## src/rtl/rxring_pkg.sv

```systemverilog
package rxring_pkg;
    typedef enum logic [2:0] {
        ST_IDLE,
        ST_RD_STAT,
        ST_RD_BUF,
        ST_COLLECT,
        ST_WR_DATA,
        ST_WR_STAT
    } rx_state_e;

    localparam int BIT_EMPTY  = 15;
    localparam int BIT_WRAP   = 13;
    localparam int BIT_LAST   = 11;
    localparam int BIT_ERR    = 0;
    localparam int DESC_BYTES = 8;
    localparam int WORD_BYTES = 4;
    localparam int STAT_SH    = 16;
endpackage

```

## src/rtl/rxring_ptr.sv

```systemverilog
module rxring_ptr #(
    parameter int OFF_W = 12
) (
    input  logic             clk,
    input  logic             rst_n,
    input  logic             advance,
    input  logic             wrap,
    output logic [OFF_W-1:0] offset
);
    import rxring_pkg::*;

    always_ff @(posedge clk or negedge rst_n) begin
        if (!rst_n)
            offset <= '0;
        else if (advance)
            offset <= wrap ? '0 : offset + OFF_W'(DESC_BYTES);
    end

    assert_wrap_base_R6: assert property (@(posedge clk) disable iff (!rst_n)
        advance && wrap |=> offset == '0);
    assert_step_R6: assert property (@(posedge clk) disable iff (!rst_n)
        advance && !wrap |=> offset == $past(offset) + OFF_W'(DESC_BYTES));
endmodule

```

## src/rtl/rxring_event.sv

```systemverilog
module rxring_event #(
    parameter int CNT_W = 16
) (
    input  logic             clk,
    input  logic             rst_n,
    input  logic             frame_done,
    input  logic             evt_clr,
    input  logic             irq_en,
    input  logic             drop_hit,
    output logic             evt_flag,
    output logic             irq,
    output logic [CNT_W-1:0] drop_count
);
    always_ff @(posedge clk or negedge rst_n) begin
        if (!rst_n) begin
            evt_flag   <= 1'b0;
            drop_count <= '0;
        end else begin
            if (frame_done)
                evt_flag <= 1'b1;
            else if (evt_clr)
                evt_flag <= 1'b0;
            if (drop_hit)
                drop_count <= drop_count + CNT_W'(1);
        end
    end

    assign irq = evt_flag & irq_en;

    assert_evt_set_R8: assert property (@(posedge clk) disable iff (!rst_n)
        frame_done |=> evt_flag);
    assert_evt_clear_R8: assert property (@(posedge clk) disable iff (!rst_n)
        evt_clr && !frame_done |=> !evt_flag);
    assert_drop_inc_R9: assert property (@(posedge clk) disable iff (!rst_n)
        drop_hit |=> drop_count == $past(drop_count) + CNT_W'(1));
endmodule

```

## src/rtl/rxring_engine.sv

```systemverilog
module rxring_engine
    import rxring_pkg::*;
#(
    parameter int ADDR_W = 32,
    parameter int LEN_W  = 16,
    parameter int OFF_W  = 12,
    parameter int CNT_W  = 16
) (
    input  logic              clk,
    input  logic              rst_n,
    input  logic              rx_valid,
    input  logic [7:0]        rx_data,
    input  logic              rx_sof,
    input  logic              rx_eof,
    input  logic              rx_err,
    output logic              rx_ready,
    input  logic [ADDR_W-1:0] cfg_ring_base,
    input  logic [LEN_W-1:0]  cfg_buf_size,
    input  logic              desc_kick,
    output logic              mem_req,
    output logic              mem_we,
    output logic [ADDR_W-1:0] mem_addr,
    output logic [31:0]       mem_wdata,
    output logic [3:0]        mem_be,
    input  logic              mem_ack,
    input  logic [31:0]       mem_rdata,
    input  logic              evt_clr,
    input  logic              irq_en,
    output logic              evt_flag,
    output logic              irq,
    output logic [CNT_W-1:0]  drop_count
);
    localparam logic [ADDR_W-1:0] ALIGN_MASK = ~ADDR_W'(15);

    rx_state_e         state, state_nx;
    logic [ADDR_W-1:0] buf_addr;
    logic [ADDR_W-1:0] desc_addr;
    logic [LEN_W-1:0]  dcnt, dcnt_inc, word_off;
    logic [31:0]       pack_data;
    logic [3:0]        pack_be;
    logic              done, err, in_frame, desc_wrap;
    logic [OFF_W-1:0]  ring_off;
    logic              byte_take, word_close, adv, frame_close, drop_hit, desc_empty;
    logic [15:0]       stat_out;

    assign desc_addr   = (cfg_ring_base & ALIGN_MASK) + ADDR_W'(ring_off);
    assign desc_empty  = mem_rdata[STAT_SH + BIT_EMPTY];
    assign dcnt_inc    = dcnt + LEN_W'(1);
    assign byte_take   = (state == ST_COLLECT) && rx_valid && (in_frame || rx_sof);
    assign word_close  = rx_eof || (dcnt[1:0] == 2'd3) || (dcnt_inc == cfg_buf_size);
    assign adv         = (state == ST_WR_STAT) && mem_ack;
    assign frame_close = adv && done;
    assign drop_hit    = (state == ST_IDLE) && rx_valid && rx_sof;

    rxring_ptr #(.OFF_W(OFF_W)) u_ptr (
        .clk(clk), .rst_n(rst_n), .advance(adv), .wrap(desc_wrap), .offset(ring_off)
    );

    rxring_event #(.CNT_W(CNT_W)) u_evt (
        .clk(clk), .rst_n(rst_n), .frame_done(frame_close), .evt_clr(evt_clr),
        .irq_en(irq_en), .drop_hit(drop_hit), .evt_flag(evt_flag), .irq(irq),
        .drop_count(drop_count)
    );

    // next-state logic
    always_comb begin
        state_nx = state;
        unique case (state)
            ST_IDLE:    if (desc_kick) state_nx = ST_RD_STAT;
            ST_RD_STAT: if (mem_ack) state_nx = desc_empty ? ST_RD_BUF : ST_IDLE;
            ST_RD_BUF:  if (mem_ack) state_nx = ST_COLLECT;
            ST_COLLECT: if (byte_take && word_close) state_nx = ST_WR_DATA;
            ST_WR_DATA: if (mem_ack)
                            state_nx = (done || dcnt == cfg_buf_size) ? ST_WR_STAT : ST_COLLECT;
            ST_WR_STAT: if (mem_ack) state_nx = ST_RD_STAT;
        endcase
    end

    // state register
    always_ff @(posedge clk or negedge rst_n) begin
        if (!rst_n) state <= ST_IDLE;
        else        state <= state_nx;
    end

    // datapath registers
    always_ff @(posedge clk or negedge rst_n) begin
        if (!rst_n) begin
            buf_addr  <= '0;
            dcnt      <= '0;
            word_off  <= '0;
            pack_data <= '0;
            pack_be   <= '0;
            done      <= 1'b0;
            err       <= 1'b0;
            in_frame  <= 1'b0;
            desc_wrap <= 1'b0;
        end else begin
            unique case (state)
                ST_IDLE: ;
                ST_RD_STAT: if (mem_ack) begin
                    desc_wrap <= mem_rdata[STAT_SH + BIT_WRAP];
                    if (!desc_empty) in_frame <= 1'b0;
                end
                ST_RD_BUF: if (mem_ack) buf_addr <= mem_rdata[ADDR_W-1:0];
                ST_COLLECT: if (byte_take) begin
                    pack_data[8*dcnt[1:0] +: 8] <= rx_data;
                    pack_be[dcnt[1:0]]          <= 1'b1;
                    dcnt                        <= dcnt_inc;
                    err                         <= err | rx_err;
                    in_frame                    <= !rx_eof;
                    if (rx_eof) done <= 1'b1;
                end
                ST_WR_DATA: if (mem_ack) begin
                    pack_data <= '0;
                    pack_be   <= '0;
                    word_off  <= word_off + LEN_W'(WORD_BYTES);
                end
                ST_WR_STAT: if (mem_ack) begin
                    dcnt     <= '0;
                    word_off <= '0;
                    done     <= 1'b0;
                    if (done) err <= 1'b0;
                end
            endcase
        end
    end

    // outputs
    always_comb begin
        mem_req   = 1'b0;
        mem_we    = 1'b0;
        mem_addr  = '0;
        mem_wdata = '0;
        mem_be    = 4'h0;
        rx_ready  = 1'b0;
        stat_out  = '0;
        stat_out[BIT_WRAP] = desc_wrap;
        stat_out[BIT_LAST] = done;
        stat_out[BIT_ERR]  = done & err;
        unique case (state)
            ST_IDLE:    rx_ready = 1'b1;
            ST_RD_STAT: begin
                mem_req  = 1'b1;
                mem_addr = desc_addr;
            end
            ST_RD_BUF:  begin
                mem_req  = 1'b1;
                mem_addr = desc_addr + ADDR_W'(WORD_BYTES);
            end
            ST_COLLECT: rx_ready = 1'b1;
            ST_WR_DATA: begin
                mem_req   = 1'b1;
                mem_we    = 1'b1;
                mem_addr  = buf_addr + ADDR_W'(word_off);
                mem_wdata = pack_data;
                mem_be    = pack_be;
            end
            ST_WR_STAT: begin
                mem_req   = 1'b1;
                mem_we    = 1'b1;
                mem_addr  = desc_addr;
                mem_wdata = {stat_out, 16'(dcnt)};
                mem_be    = 4'hF;
            end
        endcase
    end

    assert_req_hold_R10: assert property (@(posedge clk) disable iff (!rst_n)
        mem_req && !mem_ack |=> mem_req && $stable(mem_addr) && $stable(mem_we));
    assert_stopped_quiet_R3: assert property (@(posedge clk) disable iff (!rst_n)
        state == ST_IDLE |-> rx_ready && !mem_req);
    assert_be_nonzero_R4: assert property (@(posedge clk) disable iff (!rst_n)
        state == ST_WR_DATA |-> mem_be != 4'h0);
    assert_close_len_R5: assert property (@(posedge clk) disable iff (!rst_n)
        state == ST_WR_STAT |-> mem_wdata[15:0] != 16'h0 && !mem_wdata[STAT_SH + BIT_EMPTY]);
endmodule

```

## config.mk

```make
export PLATFORM = sky130hd
export DESIGN_NAME = rxring_engine
export DESIGN_NICKNAME = d
export VERILOG_FILES = /design/src/rtl/rxring_pkg.sv /design/src/rtl/rxring_ptr.sv /design/src/rtl/rxring_event.sv /design/src/rtl/rxring_engine.sv
export SDC_FILE = /design/constraint.sdc
export NUM_CORES = 1
export LEC_CHECK = 0
export ABC_AREA = 1
export CAP_MARGIN = 15
export CELL_PAD_IN_SITES_DETAIL_PLACEMENT = 0
export CELL_PAD_IN_SITES_GLOBAL_PLACEMENT = 1
export CORE_AREA = 2 2 153 155
export CTS_CLUSTER_SIZE = 20
export DETAILED_ROUTE_END_ITERATION = 8
export DIE_AREA = 0 0 155 157
export MAX_ROUTING_LAYER = met4
export PLACE_DENSITY_LB_ADDON = 0.1
export SLEW_MARGIN = 20
export SYNTH_ARGS = -nofsm -noshare
export SYNTH_HDL_FRONTEND = slang
export SYNTH_SLANG_ARGS = --single-unit
```

## constraint.sdc

```tcl
create_clock -name clk -period 4.7 [get_ports clk]
set_clock_uncertainty 0.15 [all_clocks]
set_input_delay 0.94 -clock clk [delete_from_list [all_inputs] [get_ports clk]]
set_output_delay 0.94 -clock clk [all_outputs]
set_load 0.02 [all_outputs]
```

* Word level (Yosys, flattened, before mapping) *
Cells that the tools add are included.

cells by class
  bitwise gates (word level) = 4
  muxes and demuxes = 44
  reduce and logical (&&, ||, !) cells = 32
  $add $sub $neg = 8
  magnitude comparators = 2
  equal/unequal tests = 18
  shift-type cells = 2

operators with widths
  cell                     count
  $pmux 32 s2              2
  $pmux 32 s3              1
  $mux 32                  2
  $pmux 16 s2              2
  $mux 16                  3
  $neg 5->34               1
  $shift 8x34->32 const A  1
  $shiftx 8x34->32         1
  $add 16x1->16 const B    2
  $add 32x12->32           1
  $add 32x16->32           1
  $add 32x3->32 const B    1
  $bwmux 32                1
  $eq 16x16->1             2
  $mux 3                   7
  $ne 2x2->1 const B       9
  $pmux 3 s6               1
  $add 16x3->16 const B    1
  $pmux 4 s2               2
  $mux 1                   15
  $add 12x4->12 const B    1
  $mux 12                  1
  $reduce_and 4->1         3
  $reduce_bool 2->1        5
  23 further kinds         44

storage, ports and cells
  register bits = 136

* Longest topological paths before layout *
  depth after elaboration = 7
  mapped depth = 16
  depth with buffers taken out = 16

* Hierarchy *
From an unflattened synthesis, not the netlist that was laid out.

second synthesis, totals
  cell total of the unflattened synthesis = 1,612
  area total of the unflattened synthesis = 10,770.3 µm²

modules (own cells, without submodules)
  module         cells each  instances  area an instance (µm²)
  rxring_engine  1,441       1          9,369.0
  rxring_event   110         1          909.6
  rxring_ptr     61          1          491.7

* Worst setup path after synthesis *
Ideal clock, no wire load.

  path kind = input to output
  start = input port cfg_ring_base[4]
  end = output port mem_addr[22]
  setup slack = 0.855 ns
  data arrival time = 2.755 ns
  stages = 12
  data required time = 3.610 ns
  cells stage by stage = ha_1 fa_1 nand2_1 inv_1 nand2_1 nor2_1 nor2_1 o21ai_2 nand3_1 or2_0 nand2_1 o21ai_0

between the ends
  word-level cells in the longest chain between the ends = 3

RTL lines
  element           RTL line              text
  start, declared   rxring_engine.sv:17   input logic [ADDR_W-1:0] cfg_ring_base,
  $add 32x12->32 *  rxring_engine.sv:46   assign desc_addr = (cfg_ring_base & ALIGN_MASK) + ADDR_W'(ring_off);
  $add 32x3->32     rxring_engine.sv:148  mem_addr = desc_addr + ADDR_W'(WORD_BYTES);
  $pmux 32 s3 *     rxring_engine.sv:140  unique case (state)
  end, declared     rxring_engine.sv:22   output logic [ADDR_W-1:0] mem_addr,

Every way passes the cells marked *; elsewhere a longest branch is shown, timed or not.

* Worst setup path after layout *
  start = input port cfg_ring_base[4]
  end = output port mem_addr[24]

Same word-level chain as after synthesis.

==> impl_metrics.env <==
export IMPL_path_class="in -> out"
export IMPL_hold_depth=1
export IMPL_drive_gt1_share_pct=9.797
export IMPL_synth_top_family_by_area="simple AND/OR/NAND/NOR gates"
export IMPL_finalSetupViolCount=0
export IMPL_fp_dieW_um=155
export IMPL_portBuffers=182
export IMPL_area_growth_synth_to_final_pct=31.89
export IMPL_clk_latency_ns=0.44
export IMPL_numCtsBuffers=17
export IMPL_fin_setup_tns_ns=0
export IMPL_vdd_ir_drop_max_v=0.0002467
export IMPL_ios=187
export IMPL_drc=0
export IMPL_cts_tree="yes"
export IMPL_rows=55
export IMPL_period_share_pct=96.51
export IMPL_power_density_nw_per_um2=526.5
export IMPL_clkTransAtPathRegs_ns=0.07
export IMPL_gp_congestion=0.8978
export IMPL_syn_area_um2=8974
export IMPL_n_antenna_cell=0
export IMPL_die_y_um=157
export IMPL_synthAdderAreaFrac_pct=4.406
export IMPL_cts_buffer_depth=2
export IMPL_nets=1545
export IMPL_ys_async_sr_fraction_pct=100.0
export IMPL_cts_max_level=4
export IMPL_synth_simple_area_share_pct=27.33
export IMPL_tightestPinTransition_ns=0.9553
export IMPL_antenna_found_initial=0
export IMPL_cp_num_cells=14
export IMPL_use_met3_pct=4.075
export IMPL_drt_total_wl_um=27660
export IMPL_cts_root_buffer="clkbuf_16"
export IMPL_synth_compound_area_share_pct=14.84
export IMPL_status="finished clean"
export IMPL_dr_pass1_iters=5
export IMPL_path_cells="clkdlybuf4s50_1 > ha_1 > fa_1 > nand2_1 > inv_1 > nand2_1 > nor2_1 > nor2_2 > o21ai_2 > nand3_2 > or2_0 > o211ai_1 > nand2_1 > clkdlybuf4s15_1"
export IMPL_grt_util_met2_pct=41.80
export IMPL_final_antenna_net_count=0
export IMPL_grt_overflow=0
export IMPL_cts_hold_buffers_added=0
export IMPL_drt_first_iter_violations=542
export IMPL_crit_fanout=5
export IMPL_cts_sinks=131
export IMPL_worst_r2r_cell_count=15
export IMPL_syn_num_nets=1348
export IMPL_dieArea_um2=24340
export IMPL_cp_top_family="buffers and inverters"
export IMPL_max_freq_mhz=220.5
export IMPL_synthFlopType="dfrtp_1"
export IMPL_synth_distinct_cells=51
export IMPL_slew_violations=0
export IMPL_critPathArrivalTime_ns=3.45
export IMPL_rsz0062_at_grt="no"
export IMPL_gr_max_usage_layer="met2"
export IMPL_period_minus_slack_ns=4.536
export IMPL_grt_util_met1_pct=28.06
export IMPL_vias_per_cell=5.093
export IMPL_leakagePower_nw=5.505
export IMPL_critPathLaunchType="primary input"
export IMPL_synth_edff_count=0
export IMPL_wl_per_cell_um=16.14
export IMPL_grt_pass1_vias=8730
export IMPL_cp_required_ns=3.61
export IMPL_seq_area_frac_synth_pct=36.53
export IMPL_grt_use_total_pct=23.89
export IMPL_core_area_um2=22500
export IMPL_hp_class="reg -> reg"
export IMPL_end_kind="output pin"
export IMPL_dp_hpwl_um=21250
export IMPL_yosys_warnings=0
export IMPL_critPathBufInv=3
export IMPL_syn_inst=1219
export IMPL_fillers=2254
export IMPL_finalHoldViolCount=0
export IMPL_synth_seq_cells=131
export IMPL_num_vias=8730
export IMPL_syn_area_per_cell_um2=7.361
export IMPL_max_stage_delay_ns=0.51
export IMPL_path_common_cell="nand2_1"
export IMPL_drv_cap=0
export IMPL_initial_utilization_pct=39.88
export IMPL_grt_max_degree=80
export IMPL_synthMuxAreaShare_pct=2.761
export IMPL_synthXorXnorAreaFrac_pct=5.173
export IMPL_crit_slowest_cell="clkdlybuf4s50_1"
export IMPL_p_total_mw=6.231
export IMPL_max_slew_margin_pct=35.82
export IMPL_grt_pass1_wl_um=44400
==> stage by stage <==
step / cell area (um2) / worst slack (ns) / cells / utilization [%] / hold slack [ns]
finish: 11840 / 0.1639 / 1714 / 52.59 / 0.3238
global route: 11840 / 0.01252 / 1714 / 52.59 / 0.3610
CTS: 11800 / 0.004442 / 1713 / 52.44 / 0.3287
detailed placement: 11210 / -0.1223 / 1681 / 49.81 / 0.3273
global placement: 11210 / -0.09901 / 1681 / 49.81 / 0.3101
floorplan: 8974 / 0.8547 / 1219 / - / 0.2875
==> state kept, by name (all words and copies together), names as in the netlist <==
| name | cells |
|---|---|
| buf_addr | 32 |
| pack_data | 32 |
| dcnt | 16 |
| u_evt.drop_count | 16 |
| word_off | 14 |
| u_ptr.offset | 9 |
| pack_be | 4 |
| state | 3 |
| desc_wrap | 1 |
| done | 1 |
| err | 1 |
| in_frame | 1 |
| u_evt.evt_flag | 1 |
==> worst paths after layout <==
kind,endpoint,slack [ns],from
setup / recovery,mem_addr[24],0.16,cfg_ring_base[4]
hold / removal,err$_DFFE_PN0P_,0.32,done$_DFFE_PN0P_
setup reg to reg,u_ptr.offset[11]$_DFFE_PN0P_,2.03,state[0]$_DFFE_PN0P_
hold reg to reg,err$_DFFE_PN0P_,0.32,done$_DFFE_PN0P_
max in group asynchronous,pack_be[2]$_DFFE_PN0P_,3.23,rst_n
min in group asynchronous,buf_addr[18]$_DFFE_PN0P_,0.41,rst_n
==> power by group <==
part	internal, mW	leakage (nW)	total, mW	switching (mW)
combinational	1.19	3.54	3.01	1.82
clock	0.720	0.294	1.36	0.639
sequential	1.54	1.67	1.87	0.330
==> cell usage after synthesis, types with 2 or more instances <==
| library cell | n | area [um2] |
|---|---|---|
| nand2_1 | 241 | 904.6 |
| inv_1 | 168 | 630.6 |
| dfrtp_1 | 131 | 3278 |
| nor2_1 | 124 | 465.5 |
| o21ai_0 | 84 | 420.4 |
| nand3_1 | 76 | 380.4 |
| a21oi_1 | 60 | 300.3 |
| o22ai_1 | 51 | 319.1 |
| xor2_1 | 34 | 297.8 |
| ha_1 | 30 | 375.4 |
| nor3_1 | 23 | 115.1 |
| mux2_2 | 22 | 247.7 |
| nand4_1 | 19 | 118.9 |
| xnor2_1 | 19 | 166.4 |
| clkbuf_1 | 13 | 48.80 |
| buf_2 | 9 | 45.04 |
| nor2_2 | 9 | 56.30 |
| inv_2 | 8 | 30.03 |
| nor2_4 | 8 | 90.09 |
| o21bai_1 | 7 | 52.55 |
| a31oi_1 | 6 | 37.54 |
| o21ai_1 | 6 | 30.03 |
| or2_2 | 6 | 37.54 |
| nand2_2 | 5 | 31.28 |
| nor3_2 | 5 | 50.05 |
| nor4_1 | 5 | 31.28 |
| clkinv_1 | 4 | 15.01 |
| nand3_2 | 4 | 40.04 |
| nand3b_1 | 4 | 30.03 |
| a211oi_1 | 3 | 22.52 |
| a21o_1 | 3 | 22.52 |
| a22oi_1 | 3 | 22.52 |
| buf_1 | 3 | 11.26 |
| o21a_1 | 3 | 22.52 |
| o21ai_2 | 3 | 26.28 |
| a21boi_0 | 2 | 15.01 |
| nand2_4 | 2 | 22.52 |
| nand4_2 | 2 | 25.02 |
| nor3b_2 | 2 | 25.02 |
==> worst reg2reg max path: stages, from the launching register on <==
cell and delay [ns]:
dfrtp_1 0.43, inv_2 0.08, nor2_4 0.11, nand2_4 0.22, nor2_4 0.42, inv_2 0.24
nor2_4 0.14, nand2_1 0.07, inv_2 0.07, nand2_2 0.07, nor2_4 0.10, nand2_1 0.07
nor2_2 0.09, nand2_1 0.07, nor2_1 0.12, nor3b_2 0.06
==> cell type report <==
class / count / area [um2] / share of cell area, %
Multi-Input combinational cell: 880 / 4903 / 41.43
Sequential cell: 131 / 3278 / 27.70
Timing Repair Buffer: 205 / 2017 / 17.04
Inverter: 181 / 680.7 / 5.751
Clock buffer: 17 / 425.4 / 3.594
Tap cell: 285 / 356.6 / 3.013
Clock inverter: 15 / 173.9 / 1.470
==> per-layer routing <==
layer  part of all wire, %  vias to the layer above  wire length [um]
met1                    43                     4058             11930
met5                     0                        -                 0
met3                   3.8                       43              1043
li1                      -                     4425                 -
met4                   2.5                        0               705
met2                    51                      204             13980
==> cell usage in the layout (no fill, tap or decap), drive strengths merged, types with 4 or more instances in the layout <==
| master | count |
|---|---|
| buf | 24 |
| o21ai | 93 |
| xnor2 | 19 |
| xor2 | 34 |
| nand4 | 21 |
| nand3b | 4 |
| a31oi | 6 |
| mux2 | 22 |
| clkdlybuf4s50 | 163 |
| ha | 30 |
| nand3 | 80 |
| inv | 187 |
| nor3 | 28 |
| clkinv | 9 |
| dlymetal6s2s | 9 |
| a21oi | 61 |
| clkbuf | 18 |
| nor4 | 5 |
| or2 | 8 |
| dlygate4sd2 | 7 |
| o22ai | 51 |
| nor2 | 141 |
| nand2 | 248 |
| o21bai | 7 |
| dfrtp | 131 |
==> what timing repair did <==
item / in CTS / in global routing
pin swaps: 0 / 1
gates cloned: 0 / 0
gates resized for setup: 10 / 15
endpoints found under the setup margin: 9 / 14
hold endpoints to repair: 0 / 0
buffers inserted: 0 / 1
==> kinds of logic (layout without fill, tap and decap cells) <==
logic type                 count (synthesis)  count (layout)
muxes                                     22              22
xor gates and xnor gates                  53              53
buffers and inverters                    208             418
adders and majority gates                 31              31
and+or+nand+nor                          539             539
DFF                                      131             131
AOI/OAI and AO/OA                        235             235
Power figures use the tool's default switching activity.
